<file path="src/rtl/cam_pkg.sv">
package cam_pkg;
   // Qualification scheme selected by the static mode input.
   typedef enum logic {
      QUAL_FREE  = 1'b0,
      QUAL_GATED = 1'b1
   } qual_mode_e;
endpackage

</file>
<file path="src/rtl/cam_sync_edge.sv">
// Polarity correction of one sync input plus a registered copy of the
// corrected level for edge detection in the parent.
module cam_sync_edge #(
   parameter bit IDLE_LVL = 1'b0
) (
   input  logic clk,
   input  logic rst_n,
   input  logic sig_raw,
   input  logic invert,
   output logic lvl,
   output logic lvl_q
);
   assign lvl = sig_raw ^ invert;

   always_ff @(posedge clk or negedge rst_n) begin
      if (!rst_n) lvl_q <= IDLE_LVL;
      else        lvl_q <= lvl;
   end
endmodule

</file>
<file path="src/rtl/cam_data_mask.sv">
// Clears the bits above the narrow bus width when narrow is set.
module cam_data_mask #(
   parameter int DATA_W   = 10,
   parameter int NARROW_W = 8
) (
   input  logic              narrow,
   input  logic [DATA_W-1:0] din,
   output logic [DATA_W-1:0] dout
);
   if (DATA_W > NARROW_W) begin : g_cut
      localparam int HI_W = DATA_W - NARROW_W;
      assign dout = narrow ? {{HI_W{1'b0}}, din[NARROW_W-1:0]} : din;
   end else begin : g_pass
      logic unused_narrow;
      assign unused_narrow = narrow;
      assign dout = din;
   end
endmodule

</file>
<file path="src/rtl/cam_emit.sv">
// Output stage: direct register in free-running mode, one-pixel hold-back
// in gated mode so the last pixel of a line can carry end-of-line.
module cam_emit #(
   parameter int DATA_W  = 10,
   parameter int COUNT_W = 12
) (
   input  logic               clk,
   input  logic               rst_n,
   input  logic               gated,
   input  logic               flush,
   input  logic               take,
   input  logic               close,
   input  logic [DATA_W-1:0]  in_data,
   input  logic               in_sof,
   input  logic [COUNT_W-1:0] in_col,
   input  logic [COUNT_W-1:0] in_row,
   output logic               out_valid,
   output logic [DATA_W-1:0]  out_data,
   output logic               out_sof,
   output logic               out_eol,
   output logic [COUNT_W-1:0] out_col,
   output logic [COUNT_W-1:0] out_row
);
   logic               hold_vld;
   logic [DATA_W-1:0]  hold_data;
   logic               hold_sof;
   logic [COUNT_W-1:0] hold_col;
   logic [COUNT_W-1:0] hold_row;

   always_ff @(posedge clk or negedge rst_n) begin
      if (!rst_n) begin
         hold_vld  <= 1'b0;
         hold_data <= '0;
         hold_sof  <= 1'b0;
         hold_col  <= '0;
         hold_row  <= '0;
         out_valid <= 1'b0;
         out_data  <= '0;
         out_sof   <= 1'b0;
         out_eol   <= 1'b0;
         out_col   <= '0;
         out_row   <= '0;
      end else begin
         out_valid <= 1'b0;
         out_sof   <= 1'b0;
         out_eol   <= 1'b0;
         if (flush) begin
            hold_vld <= 1'b0;
         end else if (!gated) begin
            if (take) begin
               out_valid <= 1'b1;
               out_data  <= in_data;
               out_sof   <= in_sof;
               out_col   <= in_col;
               out_row   <= in_row;
            end
         end else if (take) begin
            if (hold_vld) begin
               out_valid <= 1'b1;
               out_data  <= hold_data;
               out_sof   <= hold_sof;
               out_col   <= hold_col;
               out_row   <= hold_row;
            end
            hold_vld  <= 1'b1;
            hold_data <= in_data;
            hold_sof  <= in_sof;
            hold_col  <= in_col;
            hold_row  <= in_row;
         end else if (close) begin
            if (hold_vld) begin
               out_valid <= 1'b1;
               out_eol   <= 1'b1;
               out_data  <= hold_data;
               out_sof   <= hold_sof;
               out_col   <= hold_col;
               out_row   <= hold_row;
            end
            hold_vld <= 1'b0;
         end
      end
   end
endmodule

</file>
<file path="src/rtl/cam_capture.sv">
module cam_capture
   import cam_pkg::*;
#(
   parameter int DATA_W   = 10,
   parameter int NARROW_W = 8,
   parameter int COUNT_W  = 12
) (
   input  logic               clk_pix,
   input  logic               rst_n,
   input  logic               vsync_in,
   input  logic               hsync_in,
   input  logic [DATA_W-1:0]  data_in,
   input  logic               gated_mode,
   input  logic               vsync_inv,
   input  logic               hsync_inv,
   output logic               px_valid,
   output logic [DATA_W-1:0]  px_data,
   output logic               px_sof,
   output logic               px_eol,
   output logic [COUNT_W-1:0] px_col,
   output logic [COUNT_W-1:0] px_row
);
   localparam logic [COUNT_W-1:0] CNT_ONE = COUNT_W'(1);

   if (NARROW_W < 1 || NARROW_W > DATA_W) begin : g_bad_narrow
      $error("cam_capture: NARROW_W must lie in 1..DATA_W");
   end
   if (COUNT_W < 2) begin : g_bad_count
      $error("cam_capture: COUNT_W must be at least 2");
   end

   // Sync conditioning. Vertical sync idles "seen high" so a level already
   // active when reset ends is not taken as a frame start.
   logic vs_lvl, vs_q, hs_lvl, hs_q;

   cam_sync_edge #(.IDLE_LVL(1'b1)) u_vs (
      .clk(clk_pix), .rst_n(rst_n), .sig_raw(vsync_in), .invert(vsync_inv),
      .lvl(vs_lvl), .lvl_q(vs_q)
   );
   cam_sync_edge #(.IDLE_LVL(1'b0)) u_hs (
      .clk(clk_pix), .rst_n(rst_n), .sig_raw(hsync_in), .invert(hsync_inv),
      .lvl(hs_lvl), .lvl_q(hs_q)
   );

   qual_mode_e mode_now, mode_q;
   assign mode_now = qual_mode_e'(gated_mode);

   logic frame_start, mode_chg, is_gated, armed, sof_pend;
   logic take, close, flush;
   logic [COUNT_W-1:0] col_cnt, row_cnt;
   logic [DATA_W-1:0]  data_m;

   assign frame_start = vs_lvl & ~vs_q;
   assign mode_chg    = (mode_now != mode_q);
   assign is_gated    = (mode_now == QUAL_GATED);
   assign flush       = frame_start | mode_chg;
   assign take        = armed & ~flush & (is_gated ? hs_lvl : 1'b1);
   assign close       = armed & ~flush & is_gated & hs_q & ~hs_lvl;

   always_ff @(posedge clk_pix or negedge rst_n) begin
      if (!rst_n) begin
         mode_q   <= QUAL_FREE;
         armed    <= 1'b0;
         sof_pend <= 1'b0;
         col_cnt  <= '0;
         row_cnt  <= '0;
      end else begin
         mode_q <= mode_now;
         if (mode_chg)         armed <= 1'b0;
         else if (frame_start) armed <= 1'b1;

         if (frame_start) begin
            sof_pend <= 1'b1;
            col_cnt  <= '0;
            row_cnt  <= '0;
         end else if (take) begin
            sof_pend <= 1'b0;
            col_cnt  <= col_cnt + CNT_ONE;
         end else if (close) begin
            col_cnt  <= '0;
            row_cnt  <= row_cnt + CNT_ONE;
         end
      end
   end

   cam_data_mask #(.DATA_W(DATA_W), .NARROW_W(NARROW_W)) u_mask (
      .narrow(~is_gated), .din(data_in), .dout(data_m)
   );

   cam_emit #(.DATA_W(DATA_W), .COUNT_W(COUNT_W)) u_emit (
      .clk(clk_pix), .rst_n(rst_n), .gated(is_gated), .flush(flush),
      .take(take), .close(close), .in_data(data_m), .in_sof(sof_pend),
      .in_col(col_cnt), .in_row(row_cnt),
      .out_valid(px_valid), .out_data(px_data), .out_sof(px_sof),
      .out_eol(px_eol), .out_col(px_col), .out_row(px_row)
   );
endmodule

</file>
<file path="config.mk">
export PLATFORM = sky130hd
export DESIGN_NAME = cam_capture
export DESIGN_NICKNAME = d
export VERILOG_FILES = /design/src/rtl/cam_pkg.sv /design/src/rtl/cam_sync_edge.sv /design/src/rtl/cam_data_mask.sv /design/src/rtl/cam_emit.sv /design/src/rtl/cam_capture.sv
export SDC_FILE = /design/constraint.sdc
export NUM_CORES = 1
export LEC_CHECK = 0
export ABC_AREA = 1
export BUFFER_PORTS_ARGS = -buffer_cell sky130_fd_sc_hd__buf_4
export CAP_MARGIN = 0
export CORE_ASPECT_RATIO = 2
export CORE_MARGIN = 10
export CORE_UTILIZATION = 30
export CTS_BUF_LIST = sky130_fd_sc_hd__clkbuf_8
export DETAILED_ROUTE_END_ITERATION = 8
export PLACE_DENSITY_LB_ADDON = 0.15
export SLEW_MARGIN = 20
export SYNTH_ARGS = -nofsm -noshare
export SYNTH_HDL_FRONTEND = slang
export SYNTH_SLANG_ARGS = --single-unit
</file>
<file path="constraint.sdc">
create_clock -name clk_pix -period 2.2 [get_ports clk_pix]
set_input_delay 0.11 -clock clk_pix [delete_from_list [all_inputs] [get_ports clk_pix]]
set_output_delay 0.11 -clock clk_pix [all_outputs]
set_load 0.01 [all_outputs]
</file>
* Word-level counts from Yosys, hierarchy flattened
Index checks and enable logic that the tools add are counted.
** Storage, ports and cells
- Bits in registers :: 102
- Bits of input ports :: 17
- Logic and storage cells :: 92
** Cells by class
- $add $sub $neg :: 2
- Equality and inequality tests :: 2
- Multiplexer cells :: 46
- Bitwise gates (word level) :: 12
- Reduce and logical (&&, ||, !) cells :: 12
** Operators with widths (count)
- $mux 12 :: 16
- $mux 10 :: 6
- $add 12x1->12 const B :: 2
- $mux 1 :: 24
- $reduce_bool 2->1 :: 6
- $and 1x1->1 :: 6
- $reduce_and 3->1 :: 2
- $reduce_bool 3->1 :: 2
- $reduce_and 2->1 :: 2
- $not 1->1 :: 3
- $ne 2x2->1 const B :: 1
- $xor 1x1->1 :: 2
- $ne 1x1->1 :: 1
- $or 1x1->1 :: 1

* Logic depth before layout (Yosys ltp)
Gate-level depths: netlist of run 1.
- Depth in word-level cells :: 12
- Mapped depth :: 10
- Mapped depth without buffers :: 10

* Cells and area by module
Synthesis of run 1 repeated with hierarchy kept, for this count alone.
** Unflattened totals
- Cell total of the unflattened synthesis :: 686
- Area total of the unflattened synthesis :: 5243.8 um^2
** Modules (own cells, without submodules)
- cam_emit :: instances 1, cells an instance 431, area an instance 3392.0 um^2, seq. area each 1826.8 um^2
- cam_capture :: instances 1, cells an instance 231, area an instance 1687.9 um^2, seq. area each 675.6 um^2
- cam_data_mask :: instances 1, cells an instance 12, area an instance 75.1 um^2, seq. area each 0.0 um^2
- cam_sync_edge (u_vs) :: instances 1, cells an instance 6, area an instance 45.0 um^2, seq. area each 26.3 um^2
- cam_sync_edge (u_hs) :: instances 1, cells an instance 6, area an instance 43.8 um^2, seq. area each 25.0 um^2

* Least setup slack after synthesis of run 1
OpenSTA, ideal clock, no wires.
- Path kind :: register to register
- Start :: register u_vs.lvl_q
- End :: register u_emit.hold_col[10]
- Data arrival time :: 1.552 ns
- Slack :: 0.517 ns
- Cell stages (with the launch flop) :: 10
- Buffers on the path :: 2
- Period minus slack after synthesis :: 1.683 ns
- Path through :: dfstp_2 -> inv_1 -> nand3_1 -> nand3_4 -> nor2_4 -> nand2_2 -> buf_6 -> buf_2 -> nand2_1 -> o21ai_1
** Between the ends
- Longest elaborated chain between the ends :: 7
** RTL lines
- start, declared :: line cam_sync_edge.sv:11 : output logic lvl_q
- start signal, assigned :: line cam_sync_edge.sv:17 : else lvl_q <= lvl;
- $not 1->1 * :: line cam_capture.sv:53 : assign frame_start = vs_lvl & ~vs_q;
- $and 1x1->1 * :: line cam_capture.sv:53
- $or 1x1->1 * :: line cam_capture.sv:56 : assign flush = frame_start | mode_chg;
- $not 1->1 (no source line) *
- $and 1x1->1 (2 in series) :: line cam_capture.sv:57 : assign take = armed & ~flush & (is_gated ? hs_lvl : 1'b1);
- $reduce_and 3->1 (no source line) *
- end signal, assigned :: line cam_emit.sv:68 : hold_col <= in_col;
- end, declared :: line cam_emit.sv:27 : logic [COUNT_W-1:0] hold_col;
Mark *: on every way between the ends. The rest lies on a longest branch, timed or not.
A chain may end at the register's enable or synchronous reset.

* Final worst setup path of run 1
- Start :: input gated_mode
- End :: register u_emit.out_row[2]
** Between the ends
- Longest elaborated chain between the ends :: 9
- Elaborated cells on any way between the ends :: 14
- Classes of those cells :: eq/ne (1); mux (3); bitwise (7); reduce/logical (3)
** RTL lines
- start, declared :: line cam_capture.sv:13 : input logic gated_mode,
- $ne 1x1->1 :: line cam_capture.sv:54 : assign mode_chg = (mode_now != mode_q);
- $or 1x1->1 :: line cam_capture.sv:56
- $not 1->1 (no source line)
- $and 1x1->1 :: line cam_capture.sv:57, cam_capture.sv:58
- $and 1x1->1 (3 in series) :: line cam_capture.sv:58 : assign close = armed & ~flush & is_gated & hs_q & ~hs_lvl;
- $reduce_bool 2->1 (no source line)
- $reduce_and 3->1 (no source line)
- end signal, assigned :: line cam_emit.sv:55 : out_row <= in_row;
- end signal, assigned :: line cam_emit.sv:63 : out_row <= hold_row;
- end signal, assigned :: line cam_emit.sv:77 : out_row <= hold_row;
- end, declared :: line cam_emit.sv:22 : output logic [COUNT_W-1:0] out_row
Several ways; a longest one is shown, not always the timed one.

==> results of run 1 <==
critical path, cell delays in order:
cell and delay [ns]:
dlygate4sd3_1 0.52, buf_4 0.23, inv_2 0.10, nand2_1 0.08, nand2_2 0.07, nand3_4 0.14
a21oi_4 0.06, nand2_2 0.06, buf_4 0.50, o21ai_0 0.18
final cells by class:
cell class                      count  area share, %
Timing Repair Buffer               68          10.13
Clock inverter                      7          1.335
Tap cell                          195          4.488
Inverter                           52          3.590
Clock buffer                        9          2.278
Multi-Input combinational cell    373          31.21
Sequential cell                   102          46.97
routing by layer:
layer	part of all wire, %	routed length [µm]
met1	46	4688
met5	0	0
met3	4.4	457
met2	49	4994
met4	1.4	140
state kept, by name, summed over array words and instances, names as in the netlist, 10 cells and up:
signal            cells
col_cnt              12
row_cnt              12
u_emit.hold_row      12
u_emit.hold_data     10
u_emit.out_col       12
u_emit.hold_col      12
u_emit.out_data      10
u_emit.out_row       12
cell usage in the layout (no fill, tap or decap), types with 2 or more instances in the layout:
cell type | netlist | routed
nand2_1 | 181 | 181
dfrtp_1 | 101 | 101
nand2_2 | 3 | 3
nor2_1 | 18 | 18
a21oi_1 | 5 | 5
nand3_1 | 34 | 34
clkbuf_8 | 0 | 9
o21ai_1 | 29 | 29
mux2i_1 | 2 | 2
nor2_4 | 2 | 2
ha_1 | 2 | 2
nand4_1 | 8 | 8
buf_4 | 0 | 60
inv_1 | 51 | 52
o21ai_0 | 80 | 80
dlygate4sd3_1 | 0 | 6
nor3_1 | 4 | 4
buf_12 | 0 | 2
inv_6 | 0 | 2
worst paths after layout:
kind,from,endpoint,cells past startpoint
worst min-delay path,data_in[8],u_emit.hold_data[8]$_DFFE_PN0P_,3
worst min register to register,u_emit.hold_data[6]$_DFFE_PN0P_,u_emit.hold_data[6]$_DFFE_PN0P_,2
worst max register to register,u_vs.lvl_q$_DFF_PN1_,u_emit.out_col[3]$_DFFE_PN0P_,8
max in group asynchronous,rst_n,u_vs.lvl_q$_DFF_PN1_,3
min in group asynchronous,rst_n,u_emit.out_row[2]$_DFFE_PN0P_,2
worst max-delay path,gated_mode,u_emit.out_row[2]$_DFFE_PN0P_,10
logic make-up (layout without fill, tap and decap cells):
logic type / Yosys count / count (layout) / synth area share, %
AOI/OAI and AO/OA: 115 / 115 / 12.81
muxes: 2 / 2 / 0.4369
and+or+nand+nor: 254 / 254 / 23.24
adders and majority gates: 2 / 2 / 0.5461
DFF: 102 / 102 / 55.73
buffers and inverters: 77 / 136 / 7.236
report_power, final:
part	switching (mW)	internal, mW
logic	0.407	0.368
clock network	0.665	0.531
registers	0.136	2.12
what timing repair did:
item	CTS	global route
endpoints found under the hold margin	76	0
buffers inserted	0	0
hold buffers	6	0
==> run metrics, run 1 <==
post-synth top area share 55.16%; clk buf depth 2; status finished, final reports clean; Post-synth EDFFs 0; count leader, synth nand2_1; Root Driver clkbuf_8; Hold Vio Cnt, Final 0; met2 usage 17.05%; largest net degree at the start of global routing 70; Worst Skew 0.01144 ns; Synth Flop Type dfrtp_1; crit share post-route 84.25%; Area Overhead vs Synth 18.65%; Static Leakage 2.694 nW; number of I/O pins 54; first-pass GRT wire length 17920 µm; ratio of cells with drive above 1 in the final layout 14.40%; Synthesized Nets 571; multi-input logic area 1697 µm²; Placed Area 5180 µm²; wire per inst 12.75 µm; Tot Pwr 4.232 mW; Vias 3657; Worst R2R Setup Slack 0.44 ns; port bufs 53; Reg area 2554 µm²; post-synth top area cell dfrtp_1; number of antenna diodes 0; 1st-pass router iterations 4; RSZ-0062 raised after global routing false; worst path arrival time 2.07 ns; CTS resizes 0; sequential area share after synthesis 55.73%; post-route core utilization 36.49%; Synth Instances 552; final setup TNS 0 ns; Hold WS 0.01448 ns; post-route cell area 5436 µm²; GRT met1 Usage 12.63%; initial antenna violation count 0; Post-route DRC 0; Initial Util 30.76%; Async SR Flop Fraction 100.0%; vias in the first global route 3658; CORE AREA 14900 µm²; crit path time final 1.853 ns; # clock sinks 102; worst skew pair latency 0.36 ns; pre-CTS setup slack 0.4340 ns; Routed WL 10280 µm; final setup violation count 0; CTS clk-pin slew, worst paths 0.10 ns; Tot GR Track Use 10.28%; CP Class input pin to flop; net count reported at finish 625; die height 194.8 µm; Rows 63; gpl congestion 0.7367; DIE WIDTH 107.4 µm; Yosys warnings 0; worst-path fanout max 69; Worst-Margin Slew 0.6165 ns; H-tree depth 3; Max-cap violations 0; Avg Inst Size Synth 8.301 µm²; fin cells 806; overall die area 20920 µm²; Final HPWL DP 7104 µm; top post-synthesis cells by area dfrtp_1 55%, nand2_1 15%, o21ai_0 8.7%; worst setup margin 0.3466 ns; Post-Syn Area 4582 µm²; total CTS buffers 9; Via density 4.537; M3 GR Usage 2.154%; drt initial violations 251; min-delay worst type input pin to flop; Synth top cells by count 181 x nand2_1, 101 x dfrtp_1, 80 x o21ai_0, 51 x inv_1, 34 x nand3_1; PD cells 778.5 nW/µm²; Slew headroom 58.90%; fill count 1535; CTS tree built; Yosys reg bits 102; Final Max Tran Viols 0; Routed Antenna Nets 0; Worst Path Required 2.42 ns; Max Clk Rate 0.5395 GHz; most used routing layer met2; VDD IR max 0.2785 mV; placed insts 784; gr ovfl total 0; Worst setup EP type flop; crit path launch type input pin; synth unique cells 25
(Power assumes the default switching activity.)
==> inputs of run 2 (changes only) <==
clock period = 1.95 ns   (was 2.2 ns; I/O delays follow)
==> run metrics, run 2 (synthesis results as in run 1) <==
CTS resizes 0 (unchanged); crit share post-route 84.09%; HP Start hsync_inv; Static Leakage 2.725 nW (+1.2%); fill count 1553 (+1.2%); worst hold endpoint u_hs.lvl_q$_DFF_PN0_; worst setup margin 0.3102 ns (-0.03639 ns); Worst Path Required 2.20 ns (-0.22 ns); setup bufs post-CTS 0 (unchanged); Routed Antenna Nets 0 (unchanged); Slew headroom 64.63% (+5.7 points); clk buf depth 2 (unchanged); drt initial violations 227 (-9.6%); met2 usage 17.35% (+0.29 points); Max Clk Rate 0.6098 GHz; Worst R2R Setup Slack 0.31 ns (-0.13 ns); Rows 63 (unchanged); worst-path fanout max 69 (unchanged); GRT met1 Usage 12.77% (+0.14 points); first-pass GRT wire length 18330 µm (+2.3%); Cells on Worst Hold Path 3 (unchanged); total CTS buffers 9 (unchanged); Via density 4.520 (-0.37%); initial antenna violation count 0 (unchanged); worst path arrival time 1.89 ns (-0.18 ns); RSZ-0062 raised after global routing false; final setup violation count 0 (unchanged); 1st-pass router iterations 5 (+1); Routed WL 10500 µm (+2.1%); pre-CTS setup slack 0.2929 ns (-0.1412 ns); vias in the first global route 3705 (+1.3%); leading cell types in the layout, fill and taps excluded 181 x nand2_1, 101 x dfrtp_1, 80 x o21ai_0; number of antenna diodes 0 (unchanged); most used routing layer met2; CTS tree built; Tot GR Track Use 10.44% (+0.16 points); fin cells 815 (+1.1%); M3 GR Usage 2.485% (+0.33 points); H-tree depth 3 (unchanged); Placed Area 5195 µm² (+0.29%); wire per inst 12.88 µm (+1.0%); Hold Vio Cnt, Final 0 (unchanged); Post-route DRC 0 (unchanged); Worst-Margin Slew 0.5306 ns (-0.08596 ns); net count reported at finish 634 (+1.4%); worst skew pair latency 0.38 ns (+0.02 ns); launching point of the worst reg2reg path row_cnt[0]$_DFFE_PN0P_; CTS clk-pin slew, worst paths 0.10 ns (about the same); DIE WIDTH 107.4 µm (unchanged); Area Overhead vs Synth 20.13%; Reg2Reg Depth 8 (unchanged); Final Max Tran Viols 0 (unchanged); Final HPWL DP 7414 µm (+4.4%); Root Driver clkbuf_8; crit path launch type input pin; PD cells 853.7 nW/µm² (+9.7%); number of I/O pins 54 (unchanged); CORE AREA 14900 µm² (unchanged); VDD IR max 0.3035 mV (+9.0%); Vias 3684 (+0.74%); placed insts 786 (+0.26%); Initial Util 30.76% (unchanged); gpl congestion 0.7599 (+3.1%); Worst setup EP type flop; die height 194.8 µm (unchanged); Post-CTS Hold Fix Bufs 13 (+7); Max-cap violations 0 (unchanged); final setup TNS 0 ns (unchanged); overall die area 20920 µm² (unchanged); largest net degree at the start of global routing 70 (unchanged); crit path time final 1.640 ns; leading cell type in the layout, fill and taps excluded nand2_1; port bufs 53 (unchanged); ratio of cells with drive above 1 in the final layout 14.52% (+0.11 points); Worst R2R End row_cnt[10]$_DFFE_PN0P_; Worst Skew 0.01617 ns (+0.004726 ns); min-delay worst type input pin to flop; post-route cell area 5504 µm² (+1.2%); status finished, final reports clean; CP Class input pin to flop; # clock sinks 102 (unchanged); gr ovfl total 0 (unchanged)
[run 2: changes by cell type in the layout (fill, tap and decap cells not counted), sizes merged]
cell         previous run  this run
bufinv                  1         0
buf                    62        64
dlygate4sd3             6        13
clkinv                  2         1
inv                    55        57
[run 2: routing by layer]
| layer | up-vias | part of all wire (%) |
|---|---|---|
| li1 | 1902 | - |
| met1 | 1720 | 45 |
| met2 | 55 | 49 |
| met3 | 7 | 4.4 |
| met4 | 0 | 1.3 |
| met5 | - | 0 |
[run 2: worst max-delay path by stage]
| stage | end | slack (ns) | from |
|---|---|---|---|
| after global placement | row_cnt[9]$_DFFE_PN0P_ | 0.30 | u_vs.lvl_q$_DFF_PN1_ |
| after detailed placement | row_cnt[9]$_DFFE_PN0P_ | 0.29 | u_vs.lvl_q$_DFF_PN1_ |
| final | u_emit.out_row[11]$_DFFE_PN0P_ | 0.31 | gated_mode |
| after global routing | row_cnt[9]$_DFFE_PN0P_ | 0.07 | u_vs.lvl_q$_DFF_PN1_ |
| after floorplan | u_emit.hold_col[10]$_DFFE_PN0P_ | 0.27 | u_vs.lvl_q$_DFF_PN1_ |
| after CTS | row_cnt[9]$_DFFE_PN0P_ | 0.27 | u_vs.lvl_q$_DFF_PN1_ |
[run 2: final cells by class]
type	instances	area, µm²	area share, %
clock inverters	7	55.05	1.000
multi-input cells	373	1697	30.83
clock buffers	9	123.9	2.251
well taps	195	244.0	4.433
flip-flops and latches	102	2554	46.40
repair buffers	77	635.6	11.55
inverters	52	195.2	3.546
[run 2: worst max-delay path, stage by stage]
cell           delay, ns
dlygate4sd3_1       0.53
buf_4               0.20
inv_2               0.12
nand2_1             0.07
nand2_2             0.10
nand3_4             0.14
a21oi_4             0.18
nand2_2             0.08
buf_12              0.20
nand2_1             0.08
o21ai_0             0.08
[run 2: where the power goes]
part | switching, mW | internal (mW)
Clock | 0.776 | 0.481
Sequential | 0.163 | 2.40
Combinational | 0.456 | 0.426
[run 2: stage by stage]
step	total power [mW]	util, %	hold slack (ns)
6_report	4.699	36.94	0.01692
5_1_grt	5.038	36.94	0.03036
4_1_cts	4.806	36.94	0.0005742
3_5_place_dp	3.499	34.87	0.1072
3_3_place_gp	3.472	34.87	0.09267
2_1_floorplan	2.994	-	-0.1981
==> inputs of run 3 (changes only) <==
clock period = 1.4 ns   (was 1.95 ns; I/O delays follow)
==> run metrics, run 3 (synthesis results as in run 1) <==
Worst Skew 0.01163 ns (-0.004533 ns); Worst Path Required 1.67 ns (-0.53 ns); CP Class flop to flop; largest net degree at the start of global routing 62 (-11%); crit path time final 1.526 ns; failing checks setup timing; min-delay worst type input pin to flop; Vias 3869 (+5.0%); Pint 4.710 mW (+43%); VDD IR max 0.5211 mV (+72%); CTS tree built; Tot GR Track Use 11.51% (+1.1 points); worst skew pair latency 0.37 ns (about the same); Clock power frac 26.1% (-0.7 points); wire per inst 14.55 µm (+13%); vias in the first global route 4018 (+8.4%); worst-path fanout max 19 (-72%); Static Leakage 2.959 nW (+8.6%); CTS clk-pin slew, worst paths 0.11 ns (about the same); PD cells 1121 nW/µm² (+31%); RSZ-0062 raised after global routing true; number of I/O pins 54 (unchanged); Slew headroom 77.11% (+12 points); share of total power in combinational logic 20.8% (+2.0 points); total CTS buffers 9 (unchanged); first-pass GRT wire length 19490 µm (+6.4%); clk buf depth 2 (unchanged); placed insts 808 (+2.8%); Max Clk Rate 0.6552 GHz; crit path launch type flop; Worst-Margin Slew 0.3408 ns (-0.1898 ns); # clock sinks 102 (unchanged); Hold Vio Cnt, Final 0 (unchanged); Via density 4.579 (+1.3%); gr ovfl total 0 (unchanged); Final Max Tran Viols 0 (unchanged); 1st-pass router iterations 5 (unchanged); leading cell type in the layout, fill and taps excluded nand2_1; post-route cell area 6016 µm² (+9.3%); Placed Area 5410 µm² (+4.1%); port bufs 53 (unchanged); die height 194.8 µm (unchanged); number of antenna diodes 0 (unchanged); overall die area 20920 µm² (unchanged); Max-cap violations 0 (unchanged); Final HPWL DP 8371 µm (+13%); final setup violation count 95 (+95); Worst setup EP type flop; fin cells 845 (+3.7%); status complete, but fails checks; Routed Antenna Nets 0 (unchanged); worst path arrival time 1.80 ns (-0.09 ns); Hold WS 0.006461 ns (-0.01046 ns); Area Overhead vs Synth 31.29%; Routed WL 12290 µm (+17%); drt initial violations 117 (-48%); Root Driver clkbuf_8; Post-route DRC 0 (unchanged); fill count 1513 (-2.6%); H-tree depth 3 (unchanged); net count reported at finish 664 (+4.7%); initial antenna violation count 0 (unchanged); switching share of power 30.13% (+0.45 points); Tot Pwr 6.741 mW (+43%); Rows 63 (unchanged); worst setup margin -0.1262 ns (-0.4364 ns); gpl congestion 0.7696 (+1.3%); ratio of cells with drive above 1 in the final layout 23.54% (+9.0 points); Sw Pwr 2.031 mW (+46%); DIE WIDTH 107.4 µm (unchanged); leading cell types in the layout, fill and taps excluded 166 x nand2_1, 101 x dfrtp_1, 76 x buf_4; sequential share of power 53.2% (-1.3 points); Initial Util 30.76% (unchanged); crit share post-route 109.0%; CORE AREA 14900 µm² (unchanged)
==> run 3: cell count changes in the layout (fill, tap and decap cells not counted), moves of 4 or more <==
cell       previous run  this run
o21ai_0              80        45
buf_4                62        76
nand2_2               3        15
buf_6                 0         9
o21ai_2               0         8
buf_12                2         6
inv_1                52        48
clkbuf_16             0         4
nand2_1             181       166
o21ai_1              29        56
==> run 3: metrics by stage <==
stage                     setup TNS [ns]  worst slack, ns  util, %
after floorplan                   -5.003          -0.1298        -
after global placement            -3.202         -0.07145    36.31
after detailed placement          -4.079          -0.1094    36.31
after CTS                         -6.454          -0.1006    38.99
after global routing              -13.85          -0.1963    40.38
final                             -6.792          -0.1262    40.38
==> run 3: per-layer routing <==
layer  vias to the layer above  track usage, %  wire length (µm)
li1                       1962               -                 -
met1                      1834           11.22              4541
met2                        58           22.34              7099
met3                        15           2.087               362
met4                         0           4.911               290
met5                         -               0                 0
==> run 3: critical path: stages (launching register included) <==
cell and delay (ns):
dfstp_2 0.54, inv_2 0.04, nand3_4 0.07, nand3_4 0.12, nor2_4 0.19, nand2_8 0.14
clkbuf_16 0.22, nand2_1 0.06, o21ai_1 0.05
==> run 3: final cells by class <==
| cell class | instances | area [µm²] | area share (%) |
|---|---|---|---|
| inverter | 52 | 197.7 | 3.286 |
| multi-input combinational | 373 | 1809 | 30.07 |
| tap | 195 | 244.0 | 4.056 |
| clock inverter | 7 | 57.56 | 0.9567 |
| timing repair buffer | 107 | 1030 | 17.12 |
| sequential | 102 | 2554 | 42.45 |
| clock buffer | 9 | 123.9 | 2.059 |
==> run 3: final timing paths <==
check | cells past startpoint | start | slack (ns) | end
setup / recovery | 8 | u_vs.lvl_q$_DFF_PN1_ | -0.13 | u_emit.hold_data[4]$_DFFE_PN0P_
hold / removal | 3 | hsync_inv | 0.006 | u_hs.lvl_q$_DFF_PN0_
setup reg to reg | 8 | u_vs.lvl_q$_DFF_PN1_ | -0.13 | u_emit.hold_data[4]$_DFFE_PN0P_
hold reg to reg | 2 | col_cnt[10]$_DFFE_PN0P_ | 0.48 | col_cnt[10]$_DFFE_PN0P_
max in group asynchronous | 3 | rst_n | 0.79 | row_cnt[0]$_DFFE_PN0P_
min in group asynchronous | 2 | rst_n | 0.12 | u_emit.out_row[10]$_DFFE_PN0P_
==> run 3: repair_timing <==
| action | 4_1_cts | 5_1_grt |
|---|---|---|
| hold buffers | 11 | 0 |
| setup endpoints to repair | 84 | 96 |
| pin swaps | 0 | 2 |
| setup buffers | 1 | 2 |
| hold endpoints to repair | 114 | 0 |
| gates cloned | 3 | 4 |
| resized for setup | 30 | 31 |
==> run 3: power groups by stage <==
stage | Combinational, mW | Sequential (mW) | Clock (mW)
floorplan | 0.497 | 3.70 | 0
global placement | 1.31 | 3.62 | 0
detailed placement | 1.33 | 3.63 | 0
CTS | 1.39 | 3.58 | 1.82
global route | 1.58 | 3.64 | 1.94
finish | 1.40 | 3.58 | 1.76
